[src/rtl/tcpu_pkg.sv]
package tcpu_pkg;

  typedef enum logic [2:0] {
    ST_FETCH,
    ST_OPC,
    ST_IMM1,
    ST_IMM2,
    ST_WAIT,
    ST_HALT
  } state_t;

  // Strobes from control to datapath
  typedef struct packed {
    logic [1:0] addrOff;   // progAddr = pc + addrOff
    logic       doAdd;     // execute accumulator add with progData
    logic       latchLow;  // capture low immediate byte
    logic       loadWide;  // write 16-bit immediate to a pair or SP
    logic [1:0] pairSel;   // 0 BC, 1 DE, 2 HL, 3 SP
    logic [1:0] pcStep;    // amount added to pc this cycle
  } strobe_t;

  localparam logic [7:0] OP_ADDI = 8'hC6;

  localparam logic [7:0]  RST_A  = 8'h11;
  localparam logic [15:0] RST_SP = 16'hFFFE;
  localparam logic [15:0] RST_PC = 16'h0000;
  // Packed per pair, pair 0 in the low byte: {HL, DE, BC}
  localparam logic [23:0] RST_HI = {8'h00, 8'hFF, 8'h00};
  localparam logic [23:0] RST_LO = {8'h0D, 8'h56, 8'h00};
  localparam logic [3:0]  RST_FLAGS = 4'b1000;

  function automatic logic isWideLoad(input logic [7:0] op);
    return (op[7:6] == 2'b00) && (op[3:0] == 4'h1);
  endfunction

endpackage

[src/rtl/tcpu_ctrl.sv]
module tcpu_ctrl
  import tcpu_pkg::*;
#(
  parameter int ADD_CYCLES  = 8,
  parameter int LOAD_CYCLES = 12
) (
  input  logic       clk,
  input  logic       rst_n,
  input  logic [7:0] progData,
  output strobe_t    strb,
  output logic       retire,
  output logic       illegalOp
);

  localparam int CNT_W = $clog2(LOAD_CYCLES + 1);
  // Cycles already spent in FETCH/OPC/IMM states are subtracted
  localparam logic [CNT_W-1:0] ADD_WAIT  = CNT_W'(ADD_CYCLES - 3);
  localparam logic [CNT_W-1:0] LOAD_WAIT = CNT_W'(LOAD_CYCLES - 4);

  state_t state, nextState;
  logic [7:0] opcode;
  logic [CNT_W-1:0] waitCnt;
  logic illegalQ;

  always_comb begin
    strb = '0;
    nextState = state;
    unique case (state)
      ST_FETCH: begin
        strb.addrOff = 2'd0;
        nextState = ST_OPC;
      end
      ST_OPC: begin
        strb.addrOff = 2'd1;
        if (progData == OP_ADDI || isWideLoad(progData)) nextState = ST_IMM1;
        else nextState = ST_HALT;
      end
      ST_IMM1: begin
        if (opcode == OP_ADDI) begin
          strb.doAdd  = 1'b1;
          strb.pcStep = 2'd2;
          nextState   = ST_WAIT;
        end else begin
          strb.latchLow = 1'b1;
          strb.addrOff  = 2'd2;
          nextState     = ST_IMM2;
        end
      end
      ST_IMM2: begin
        strb.loadWide = 1'b1;
        strb.pairSel  = opcode[5:4];
        strb.pcStep   = 2'd3;
        nextState     = ST_WAIT;
      end
      ST_WAIT: begin
        if (waitCnt == CNT_W'(1)) nextState = ST_FETCH;
      end
      ST_HALT: nextState = ST_HALT;
      default: nextState = ST_HALT;
    endcase
  end

  always_ff @(posedge clk) begin
    if (!rst_n) begin
      state    <= ST_FETCH;
      opcode   <= '0;
      waitCnt  <= '0;
      illegalQ <= 1'b0;
    end else begin
      state <= nextState;
      if (state == ST_OPC) opcode <= progData;
      if (state == ST_OPC && nextState == ST_HALT) illegalQ <= 1'b1;
      if (state == ST_IMM1 && opcode == OP_ADDI) waitCnt <= ADD_WAIT;
      else if (state == ST_IMM2) waitCnt <= LOAD_WAIT;
      else if (state == ST_WAIT) waitCnt <= waitCnt - CNT_W'(1);
    end
  end

  assign retire    = (state == ST_WAIT) && (waitCnt == CNT_W'(1));
  assign illegalOp = illegalQ;

endmodule

[src/rtl/tcpu_datapath.sv]
module tcpu_datapath
  import tcpu_pkg::*;
#(
  parameter int ADDR_W = 16,
  parameter int PAIRS  = 3
) (
  input  logic              clk,
  input  logic              rst_n,
  input  strobe_t           strb,
  input  logic [7:0]        progData,
  output logic [ADDR_W-1:0] progAddr,
  output logic [7:0]        accOut,
  output logic [8*PAIRS-1:0] hiAll,
  output logic [8*PAIRS-1:0] loAll,
  output logic [15:0]       spOut,
  output logic [ADDR_W-1:0] pcOut,
  output logic [3:0]        flagsOut
);

  logic [7:0]        accQ, lowByte;
  logic [15:0]       spQ;
  logic [ADDR_W-1:0] pcQ;
  logic              zQ, nQ, hQ, cQ;

  logic [8:0] fullSum;
  logic [4:0] nibSum;

  assign fullSum = {1'b0, accQ} + {1'b0, progData};
  assign nibSum  = {1'b0, accQ[3:0]} + {1'b0, progData[3:0]};

  assign progAddr = pcQ + ADDR_W'(strb.addrOff);

  // Register pairs B:C, D:E, H:L
  for (genvar p = 0; p < PAIRS; p++) begin : g_pair
    logic [7:0] hiQ, loQ;
    always_ff @(posedge clk) begin
      if (!rst_n) begin
        hiQ <= RST_HI[p*8 +: 8];
        loQ <= RST_LO[p*8 +: 8];
      end else if (strb.loadWide && strb.pairSel == 2'(p)) begin
        hiQ <= progData;
        loQ <= lowByte;
      end
    end
    assign hiAll[p*8 +: 8] = hiQ;
    assign loAll[p*8 +: 8] = loQ;
  end

  always_ff @(posedge clk) begin
    if (!rst_n) begin
      accQ    <= RST_A;
      spQ     <= RST_SP;
      pcQ     <= ADDR_W'(RST_PC);
      lowByte <= '0;
      {zQ, nQ, hQ, cQ} <= RST_FLAGS;
    end else begin
      pcQ <= pcQ + ADDR_W'(strb.pcStep);
      if (strb.latchLow) lowByte <= progData;
      if (strb.loadWide && strb.pairSel == 2'd3) spQ <= {progData, lowByte};
      if (strb.doAdd) begin
        accQ <= fullSum[7:0];
        zQ   <= (fullSum[7:0] == 8'h00);
        nQ   <= 1'b0;
        hQ   <= nibSum[4];
        cQ   <= fullSum[8];
      end
    end
  end

  assign accOut   = accQ;
  assign spOut    = spQ;
  assign pcOut    = pcQ;
  assign flagsOut = {zQ, nQ, hQ, cQ};

endmodule

[src/rtl/tcpu_core.sv]
module tcpu_core
  import tcpu_pkg::*;
#(
  parameter int ADD_CYCLES  = 8,
  parameter int LOAD_CYCLES = 12
) (
  input  logic        clk,
  input  logic        rst_n,
  output logic [15:0] progAddr,
  input  logic [7:0]  progData,
  output logic        retire,
  output logic        illegalOp,
  output logic [7:0]  dbgA,
  output logic [7:0]  dbgB,
  output logic [7:0]  dbgC,
  output logic [7:0]  dbgD,
  output logic [7:0]  dbgE,
  output logic [7:0]  dbgH,
  output logic [7:0]  dbgL,
  output logic [15:0] dbgSp,
  output logic [15:0] dbgPc,
  output logic [3:0]  dbgFlags
);

  localparam int PAIRS = 3;

  strobe_t strb;
  logic [8*PAIRS-1:0] hiAll, loAll;

  tcpu_ctrl #(
    .ADD_CYCLES (ADD_CYCLES),
    .LOAD_CYCLES(LOAD_CYCLES)
  ) u_ctrl (
    .clk      (clk),
    .rst_n    (rst_n),
    .progData (progData),
    .strb     (strb),
    .retire   (retire),
    .illegalOp(illegalOp)
  );

  tcpu_datapath #(
    .ADDR_W(16),
    .PAIRS (PAIRS)
  ) u_dp (
    .clk     (clk),
    .rst_n   (rst_n),
    .strb    (strb),
    .progData(progData),
    .progAddr(progAddr),
    .accOut  (dbgA),
    .hiAll   (hiAll),
    .loAll   (loAll),
    .spOut   (dbgSp),
    .pcOut   (dbgPc),
    .flagsOut(dbgFlags)
  );

  assign dbgB = hiAll[7:0];
  assign dbgC = loAll[7:0];
  assign dbgD = hiAll[15:8];
  assign dbgE = loAll[15:8];
  assign dbgH = hiAll[23:16];
  assign dbgL = loAll[23:16];

endmodule

[config.mk]
export PLATFORM = sky130hd
export DESIGN_NAME = tcpu_core
export DESIGN_NICKNAME = d
export VERILOG_FILES = /design/src/rtl/tcpu_pkg.sv /design/src/rtl/tcpu_ctrl.sv /design/src/rtl/tcpu_datapath.sv /design/src/rtl/tcpu_core.sv
export SDC_FILE = /design/constraint.sdc
export NUM_CORES = 1
export LEC_CHECK = 0
export BUFFER_PORTS_ARGS = -buffer_cell sky130_fd_sc_hd__buf_4
export CAP_MARGIN = 20
export CORE_MARGIN = 5
export CORE_UTILIZATION = 48
export DETAILED_ROUTE_END_ITERATION = 12
export PLACE_DENSITY = 0.75
export SLEW_MARGIN = 20
export SYNTH_ARGS = -nofsm -noshare
export SYNTH_HDL_FRONTEND = slang
export SYNTH_SLANG_ARGS = --single-unit
[constraint.sdc]
create_clock -name clk -period 2.7 [get_ports clk]
set_input_delay 0.54 -clock clk [delete_from_list [all_inputs] [get_ports clk]]
set_output_delay 0.54 -clock clk [all_outputs]
set_load 0.1 [all_outputs]
# After elaboration in Yosys (flattened, before gate mapping)
# Cells that the tools add are included.
dict set report classes {
  addsub 5
  eq_ne 12
  mux 15
  bitwise 1
  n_reduce_logical 17
}
# operator n
set op_table {}
lappend op_table {{16-bit by 2-bit adder with 16-bit output} 2}
lappend op_table {{8-bit == test, second input constant} 2}
lappend op_table {{3-bit two-way mux} 5}
lappend op_table {{3-bit one-hot mux with 5 select lines} 1}
lappend op_table {{8-bit by 8-bit adder with 9-bit output} 1}
lappend op_table {{4-bit by 1-bit == test with 1-bit output, second input constant} 2}
lappend op_table {{1-bit logical AND} 8}
lappend op_table {{8-bit logical NOT} 1}
lappend op_table {{4-bit two-way mux} 2}
lappend op_table {{2-bit one-hot mux with 2 select lines} 2}
lappend op_table {{3-bit by 2-bit == test with 1-bit output, second input constant} 2}
lappend op_table {{3-bit == test, second input constant} 2}
lappend op_table {{2-bit two-way mux} 3}
lappend op_table {{4-bit by 4-bit adder with 5-bit output} 1}
lappend op_table {{2-bit == test, second input constant} 2}
lappend op_table {{2-bit logical NOT} 2}
lappend op_table {{4-bit by 1-bit subtractor with 4-bit output, second input constant} 1}
lappend op_table {{3-bit by 1-bit == test with 1-bit output, second input constant} 1}
lappend op_table {{3-bit logical NOT} 1}
lappend op_table {{3-bit nonzero test} 1}
lappend op_table {{3-bit OR reduction} 1}
lappend op_table {{2-bit by 1-bit == test with 1-bit output, second input constant} 1}
lappend op_table {{1-bit two-way mux} 2}
lappend op_table {{2-bit nonzero test} 1}
lappend op_table {{3 further kinds} 3}
dict set report totals {
  regBits 115
  inputBits 10
  out_inout_bits 110
  wordCells 69
}

# Longest topological paths before layout
# Gate-level depths: netlist (run 1).
dict set report logic_depth {
  ltp_word 7
  mapped_depth 13
  mapped_depth_nobuf 11
}

# Cells and area by module
# Synthesis (run 1) repeated with hierarchy kept, for this count alone.
dict set report hier_totals {
  cells_unflattened 594
  hier_area_um2 5026.1
}
# mod n_inst cells_each area_per_inst_um2 seq_area_each_um2
set by_module_without_submodules {}
lappend by_module_without_submodules {tcpu_datapath 1 507 4169.0 1981.9}
lappend by_module_without_submodules {tcpu_ctrl 1 87 857.1 320.3}

# Worst setup path after synthesis (run 1)
# Ideal clock, no wire load.
dict set report synth_timing {
  path_type {flip-flop to output port}
  start {register u_dp.pcQ[1], in the netlist u_dp.pcOut[1]}
  end {output progAddr[14]}
  arrival_time_ns 3.707
  required_time_ns 2.160
  path_slack_ns -1.547
  path_stages_with_launch 6
  n_path_buf 0
  cell_sequence {dfxtp_1 inv_1 fa_1 nor2_1 nand4_1 xnor2_1}
}
dict set report synth_between {
  elab_chain_len 1
}
# element line
set synth_lines {}
lappend synth_lines {{start: declaration} tcpu_datapath.sv:22} ;# logic [ADDR_W-1:0] pcQ;
lappend synth_lines {{start signal: assignment} tcpu_datapath.sv:53} ;# pcQ <= ADDR_W'(RST_PC);
lappend synth_lines {{start signal: assignment} tcpu_datapath.sv:57} ;# pcQ <= pcQ + ADDR_W'(strb.pcStep);
lappend synth_lines {{16-bit by 2-bit adder with 16-bit output} tcpu_datapath.sv:31} ;# assign progAddr = pcQ + ADDR_W'(strb.addrOff);
lappend synth_lines {{end: declaration} tcpu_core.sv:9} ;# output logic [15:0] progAddr,
# No other way between the ends.

# Final worst setup path (run 1)
dict set report layout_timing {
  start {register u_ctrl.state[1]}
  end {output progAddr[14]}
}
dict set report layout_between {
  elab_chain_len 3
  word_cells_on_any_way 4
  classes_between {add/sub (1); eq/ne (2); mux (1)}
}
# element line
set layout_lines {}
lappend layout_lines {{start: declaration} tcpu_ctrl.sv:20} ;# state_t state, nextState;
lappend layout_lines {{start signal: assignment} tcpu_ctrl.sv:70} ;# state <= nextState;
lappend layout_lines {{3-bit by 2-bit == test with 1-bit output / 3-bit by 1-bit == test with 1-bit output (equally long branches)} tcpu_ctrl.sv:28} ;# unique case (state)
lappend layout_lines {{2-bit one-hot mux with 2 select lines (*)} tcpu_ctrl.sv:28}
lappend layout_lines {{16-bit by 2-bit adder with 16-bit output (*)} tcpu_datapath.sv:31}
# Every way passes the cells marked *; elsewhere a longest branch is shown, timed or not.

==> results of run 1 <==
-- cells in the final DEF, fill, tap and decap left out, types with 7 or more instances in the layout --
master     count
nand2_1      160
nor2_1        15
nor2_4         7
a21boi_0      39
a21oi_1        8
dfxtp_1       98
buf_4        130
and2_1        11
inv_1          7
mux2i_1       18
clkbuf_16     16
o21ai_0       13
xnor2_4        8
nor2b_1       23
dfxtp_2       12
buf_12        18
xnor2_1       11
ha_1          12
nand3_1       38
-- worst max-delay path: stages (launching register included) --
cell and delay [ns]:
dfxtp_4 0.37, nor3b_4 0.19, nor2b_4 0.23, buf_4 0.14, inv_2 0.03, fa_2 0.36
nor2_4 0.14, nand4_1 0.23, xnor2_4 0.25, buf_12 0.20
-- registers in the layout (all words and copies together) (netlist names) --
signal,cells
u_dp.g_pair.hiQ,24
u_dp.cQ,1
u_dp.g_pair.loQ,24
u_ctrl.state,3
u_dp.hQ,1
u_ctrl.opcode,8
u_dp.accOut,8
u_dp.spOut,16
u_ctrl.waitCnt,4
u_ctrl.illegalOp,1
u_dp.lowByte,8
u_dp.zQ,1
u_dp.pcOut,16
-- power groups by stage --
| stage | registers, mW | logic [mW] | clock network, mW |
|---|---|---|---|
| floorplan | 1.78 | 0.157 | 0 |
| global placement | 1.77 | 0.224 | 0 |
| detailed placement | 1.77 | 0.230 | 0 |
| CTS | 1.74 | 0.243 | 2.31 |
| global route | 1.74 | 0.263 | 2.40 |
| finish | 1.74 | 0.243 | 2.29 |
-- how the worst min path moves through the flow --
stage	endpoint	slack, ns	startpoint	depth (start not counted)
after floorplan	u_dp.hQ$_SDFFE_PN0P_	0.47	u_dp.hQ$_SDFFE_PN0P_	1
after global placement	u_dp.g_pair[0].hiQ[6]$_SDFFE_PN0P_	0.45	u_dp.g_pair[0].hiQ[6]$_SDFFE_PN0P_	2
after detailed placement	u_dp.g_pair[0].hiQ[6]$_SDFFE_PN0P_	0.45	u_dp.g_pair[0].hiQ[6]$_SDFFE_PN0P_	2
after CTS	u_dp.spOut[12]$_SDFFE_PN1P_	0.34	progData[4]	3
after global routing	u_dp.g_pair[0].hiQ[3]$_SDFFE_PN0P_	0.35	progData[3]	3
final	u_dp.spOut[15]$_SDFFE_PN1P_	0.36	progData[7]	3
-- through the flow --
step           utilization  instances
2_1_floorplan            -        606
5_1_grt             0.7309        883
4_1_cts             0.7272        881
3_5_place_dp        0.6359        837
3_3_place_gp        0.6359        837
6_report            0.7309        883
-- layout make-up --
type / instances / area [um2] / share of cell area
flip-flops and latches: 115 / 2336 / 0.3082
clock inverters: 8 / 121.4 / 0.01601
multi-input cells: 438 / 3039 / 0.4010
inverters: 10 / 41.29 / 0.005447
repair buffers: 152 / 1381 / 0.1822
well taps: 136 / 170.2 / 0.02245
clock buffers: 24 / 490.5 / 0.06471
-- cells by family after synthesis --
| family | synth area share |
|---|---|
| AO/OA/AOI/OAI | 0.1003 |
| XOR/XNOR | 0.05137 |
| adder cells (fa/ha/maj) | 0.04599 |
| buffers and inverters | 0.04745 |
| flip-flops | 0.4501 |
| multiplexers | 0.03522 |
| other | 0.0007332 |
| AND/OR/NAND/NOR | 0.2688 |
-- cell usage after synthesis, types with 2 or more instances --
master / count
ha_1: 14
o21a_1: 3
buf_2: 5
nor3_1: 4
mux2i_1: 18
buf_4: 5
clkbuf_1: 29
and2_1: 11
inv_1: 10
nor3b_1: 4
nor4_1: 2
nor2_1: 23
xnor2_1: 19
and3_1: 2
a21boi_1: 3
a21boi_0: 39
or4_1: 2
fa_1: 3
o31a_1: 2
nor2b_1: 24
nand4_1: 6
a21oi_1: 9
nand2b_1: 3
xor2_1: 11
or3_1: 6
o21ai_0: 13
dfxtp_1: 115
nand3_1: 39
nand2_1: 162
-- layer usage --
metal	GRT usage	wire length, um	vias to the layer above
met1	0.2674	5588	2201
met4	0.07292	97	0
met5	0	0	-
li1	-	-	2249
met2	0.4064	7658	144
met3	0.07112	1144	11
-- repair_timing --
item                                    4_1_cts  5_1_grt
endpoints found under the setup margin       15       18
cloned                                        0        0
setup buffers                                13        2
pin swaps                                    15        5
resized for setup                            56        4
==> flow_summary.yaml, run 1 <==
run_status:
  status: "finished with violations"
  violations: "setup timing"
placement:
  place_congestion: 0.8224
  portBuffers: 118
  preCtsSetupSlack_ns: -0.05548
  placed_cell_area_mm2: 0.006594
  dp_hpwl_um: 9509
global_routing:
  grt.overflow.total: 0
  grt_max_degree: 61
  grt_pass1_vias: 4684
  grt_antenna_before_repair: 0
  grt_pass1_wl_um: 23560
  grtUsageTotal: 0.2308
route:
  drc: 0
  wl_um: 14490
  vias: 4605
  ant_nets: 0
  drt_iter0_drc: 249
  dr.pass1.iters: 4
  routedWlPerCell_um: 16.41
  viasPerCell: 5.215
synth:
  synth-seq-cells: 115
  synth-edff-count: 0
  synthFlopType: "dfxtp_1"
  synth_area_mm2: 0.005115
  synth_top_area_cell: "dfxtp_1"
  async_flop_share: 0
  synth.area.top_cells: "dfxtp_1 45%, nand2_1 12%, a21boi_0 5.7%"
  yosysUniqueCellTypes: 49
  syn_inst: 606
  synth_nets: 633
  synth.yosys.seq_area_share: 0.4501
  synth_top_cell_area_share: 0.4501
  synth_warnings: 0
  synth.avg_cell_area_um2: 8.440
finish:
  final_area_mm2: 0.007580
  areaGrowthSynthToFinish_pct: 48.19
  insertedDiodeCount: 0
  drive_gt1_frac: 0.3280
  fill_cells: 769
  nets: 761
pwr:
  power.total_mw: 4.268
  powerDensity_mw_per_mm2: 563.0
  pwr-share-comb: 0.057
  p_sw_frac: 0.2182
  power_switching_uw: 931.3
  power_frac_seq: 0.407
  vdd_ir_drop_max_mv: 0.5001
  clockPowerShare: 0.536
  p_int_mw: 3.336
  p_leak_nw: 3.183
setup_path:
  crit_end: "progAddr[14]"
  cp-startpoint: "u_ctrl.state[1]$_SDFF_PN0_"
  cp-start-kind: "flip-flop"
  r2r-start: "u_ctrl.opcode[5]$_SDFFE_PN0P_"
  cp_max_fo: 4
  reg2reg_slack_ns: 0.23
  r2r_end: "u_dp.pcOut[10]$_SDFF_PN0_"
  cp.arrival_ns: 2.66
  reg2regPathDepth: 10
  end_kind: "primary output"
  critical_path_class: "reg2out"
  crit_required_ns: 2.16
timing:
  clock_skew_ns: 0.009623
  finalMaxSlewViolations: 0
  tns_ns: -5.811
  finalHoldViolCount: 0
  period_needed_ns: 3.201
  worst-slew-pin-transition_ns: 0.6640
  finalCritPeriodShare: 1.185
  finalSetupViolCount: 15
  holdWs_ns: 0.3592
  fmax_mhz: 312.4
  rsz0062_at_grt: "yes"
  finalWorstSetupSlack_ns: -0.5007
  max-slew-margin-rel: 0.5561
cts:
  cts_tree: "done"
  clockBufferDepth: 2
  root_buffer: "clkbuf_8"
  clkLatencyLatePin_ns: 0.53
  numCtsBuffers: 17
  cts_sinks: 115
  cts_hold_buf: 0
  cts.reportedPaths.clkPinSlew_ns: 0.06
  htreeDepth: 4
die:
  die_w_um: 113.2
  num_io_pins: 120
  core_mm2: 0.01037
  start_util: 0.4932
  row_count: 37
  dieArea_mm2: 0.01282
  die_y_um: 113.2
hold_path:
  min_path_type: "in2reg"
flow_run:
  cap_violations: 0
Note: power is estimated with default switching activity, not from simulation.
==> run 2: changes to the inputs <==
--- a/config.mk
+++ b/config.mk
@@ -7,9 +7,10 @@
 export LEC_CHECK = 0
 export BUFFER_PORTS_ARGS = -buffer_cell sky130_fd_sc_hd__buf_4
 export CAP_MARGIN = 20
-export CORE_MARGIN = 5
+export CORE_MARGIN = 3
 export CORE_UTILIZATION = 48
 export DETAILED_ROUTE_END_ITERATION = 12
+export MAX_ROUTING_LAYER = met4
 export PLACE_DENSITY = 0.75
 export SLEW_MARGIN = 20
 export SYNTH_ARGS = -nofsm -noshare
==> run 2 against run 1 <==
- the run still ends with setup timing left
- largest cell class unchanged
- final cell count fell by 0.23%
- hold slack got worse by 0.012 ns
- sequential share of layout area increased by 0.25 points
- fmax up 0.50%
- total power is 2.4% lower
- via count is 1.3% higher
- sequential cell count stayed put
- die area is 6.9% lower
- critical path type unchanged
- setup slack improved by 0.016 ns
==> flow_summary.yaml, run 2 (synthesized netlist as in run 1, its figures left out) <==
placement:
  dp_hpwl_um: 9463
  place_congestion: 0.8338
  preCtsSetupSlack_ns: -0.04192
  placed_cell_area_mm2: 0.006609
  portBuffers: 118
finish:
  reg_top3: "u_dp.g_pair.hiQ: 24 flops, u_dp.g_pair.loQ: 24 flops"
  final_area_mm2: 0.007515
  nets: 759
  final_common_cell: "nand2_1"
  fill_cells: 763
  drive_gt1_frac: 0.3289
  insertedDiodeCount: 0
  finalCoreUtilization: 0.7279
  final_cell_mix: "160 x nand2_1, 129 x buf_4, 97 x dfxtp_1"
  areaGrowthSynthToFinish_pct: 46.92
route:
  routedWlPerCell_um: 16.38
  highest-signal-layer: "met4"
  wl_met1_um: 5655
  drc: 0
  met3_wirelength_um: 960
  wl_um: 14430
  vias: 4667
  route.met2.wl_um: 7638
  viasPerCell: 5.297
  drt_iter0_drc: 257
  dr.pass1.iters: 5
  ant_nets: 0
pwr:
  powerDensity_mw_per_mm2: 554.4
  power_frac_seq: 0.417
  p_int_mw: 3.199
  pwr-share-comb: 0.059
  vdd_ir_drop_max_mv: 0.4386
  p_leak_nw: 3.151
  power_switching_uw: 966.7
  clockPowerShare: 0.525
  p_sw_frac: 0.2320
  power.total_mw: 4.166
setup_path:
  critical_path_class: "reg2out"
  r2r-start: "u_ctrl.opcode[0]$_SDFFE_PN0P_"
  reg2regPathDepth: 12
  cp-start-kind: "flip-flop"
  r2r_end: "u_dp.pcOut[11]$_SDFF_PN0_"
  cp_max_fo: 4
  crit_required_ns: 2.16
  cp.arrival_ns: 2.64
  reg2reg_slack_ns: 0.11
  end_kind: "primary output"
global_routing:
  grt_antenna_before_repair: 0
  grtUsageTotal: 0.2586
  grt.overflow.total: 0
  grt_pass1_wl_um: 22850
  grt_max_degree: 72
  grt_pass1_vias: 4649
hold_path:
  hp-start: "progData[7]"
  min_path_type: "in2reg"
  min_to: "u_dp.spOut[15]$_SDFFE_PN1P_"
  holdPathStages: 3
cts:
  root_buffer: "clkbuf_8"
  cts.reportedPaths.clkPinSlew_ns: 0.06
  cts_hold_buf: 0
  clockBufferDepth: 2
  cts_tree: "done"
  clkLatencyLatePin_ns: 0.52
  numCtsBuffers: 17
  htreeDepth: 4
  cts_sinks: 115
timing:
  finalHoldViolCount: 0
  period_needed_ns: 3.185
  worst-slew-pin-transition_ns: 0.6500
  finalSetupViolCount: 15
  clock_skew_ns: 0.005655
  max-slew-margin-rel: 0.5655
  finalMaxSlewViolations: 0
  tns_ns: -5.013
  fmax_mhz: 314.0
  finalWorstSetupSlack_ns: -0.4848
  rsz0062_at_grt: "yes"
  finalCritPeriodShare: 1.180
die:
  start_util: 0.4955
  core_mm2: 0.01032
  die_w_um: 109.2
  dieArea_mm2: 0.01193
  die_y_um: 109.2
  num_io_pins: 120
  row_count: 37
run_status:
  status: "finished with violations"
  violations: "setup timing"
flow_run:
  cap_violations: 0
[run 2: cell types whose count changed in the layout (fill, tap and decap cells not counted), moves of 2 or more]
cell | before | now
clkbuf_8 | 6 | 2
clkinv_2 | 2 | 4
clkinv_4 | 0 | 2
dfxtp_2 | 12 | 14
[run 2: worst max-delay path by stage]
stage                                  startpoint      endpoint  slack (ns)  cells past startpoint
global route           u_ctrl.state[1]$_SDFF_PN0_  progAddr[14]       -0.57                      8
floorplan           u_ctrl.opcode[5]$_SDFFE_PN0P_  progAddr[15]       -0.39                     10
global placement    u_ctrl.opcode[5]$_SDFFE_PN0P_  progAddr[15]       0.007                     10
finish                 u_ctrl.state[1]$_SDFF_PN0_  progAddr[14]       -0.48                      8
detailed placement     u_ctrl.state[0]$_SDFF_PN0_  progAddr[14]       -0.04                      8
CTS                 u_ctrl.opcode[0]$_SDFFE_PN0P_  progAddr[15]       -0.49                     10
[run 2: area by class of cell]
class | count | area [um2] | share of cell area
repair buffers | 150 | 1354 | 0.1802
clock buffers | 20 | 456.7 | 0.06077
clock inverters | 12 | 128.9 | 0.01715
well taps | 136 | 170.2 | 0.02264
multi-input cells | 438 | 3029 | 0.4031
inverters | 10 | 41.29 | 0.005495
flip-flops and latches | 115 | 2335 | 0.3107
[run 2: stage by stage]
stage          instances  hold slack (ns)
6_report             881           0.3472
5_1_grt              881           0.3434
4_1_cts              881           0.3329
3_5_place_dp         839           0.4548
3_3_place_gp         839           0.4493
2_1_floorplan        606           0.4730
[run 2: per-layer routing]
| layer | up-vias | GRT usage |
|---|---|---|
| li1 | 2255 | - |
| met1 | 2263 | 0.2980 |
| met2 | 136 | 0.4333 |
| met3 | 13 | 0.07342 |
| met4 | 0 | 0.08816 |
| met5 | - | - |
[run 2: timing repair]
action                                  CTS  global route
hold endpoints to repair                  0             0
endpoints found under the setup margin   15            15
pin swaps                                14             8
setup buffers                            10             5
resized for setup                        53             9
[run 2: power by group through the flow]
| stage | Sequential (mW) | Combinational, mW | Clock, mW |
|---|---|---|---|
| 6_report | 1.74 | 0.244 | 2.19 |
| 5_1_grt | 1.74 | 0.264 | 2.30 |
| 4_1_cts | 1.74 | 0.241 | 2.21 |
| 3_5_place_dp | 1.77 | 0.237 | 0 |
| 3_3_place_gp | 1.77 | 0.229 | 0 |
| 2_1_floorplan | 1.78 | 0.157 | 0 |
[run 2: worst max-delay path, stage by stage (launching register included)]
cell,delay [ns]
dfxtp_4,0.37
nor3b_4,0.20
nor2b_4,0.24
inv_2,0.06
fa_2,0.38
nor2_4,0.15
nand4_1,0.25
xnor2_4,0.26
buf_12,0.19
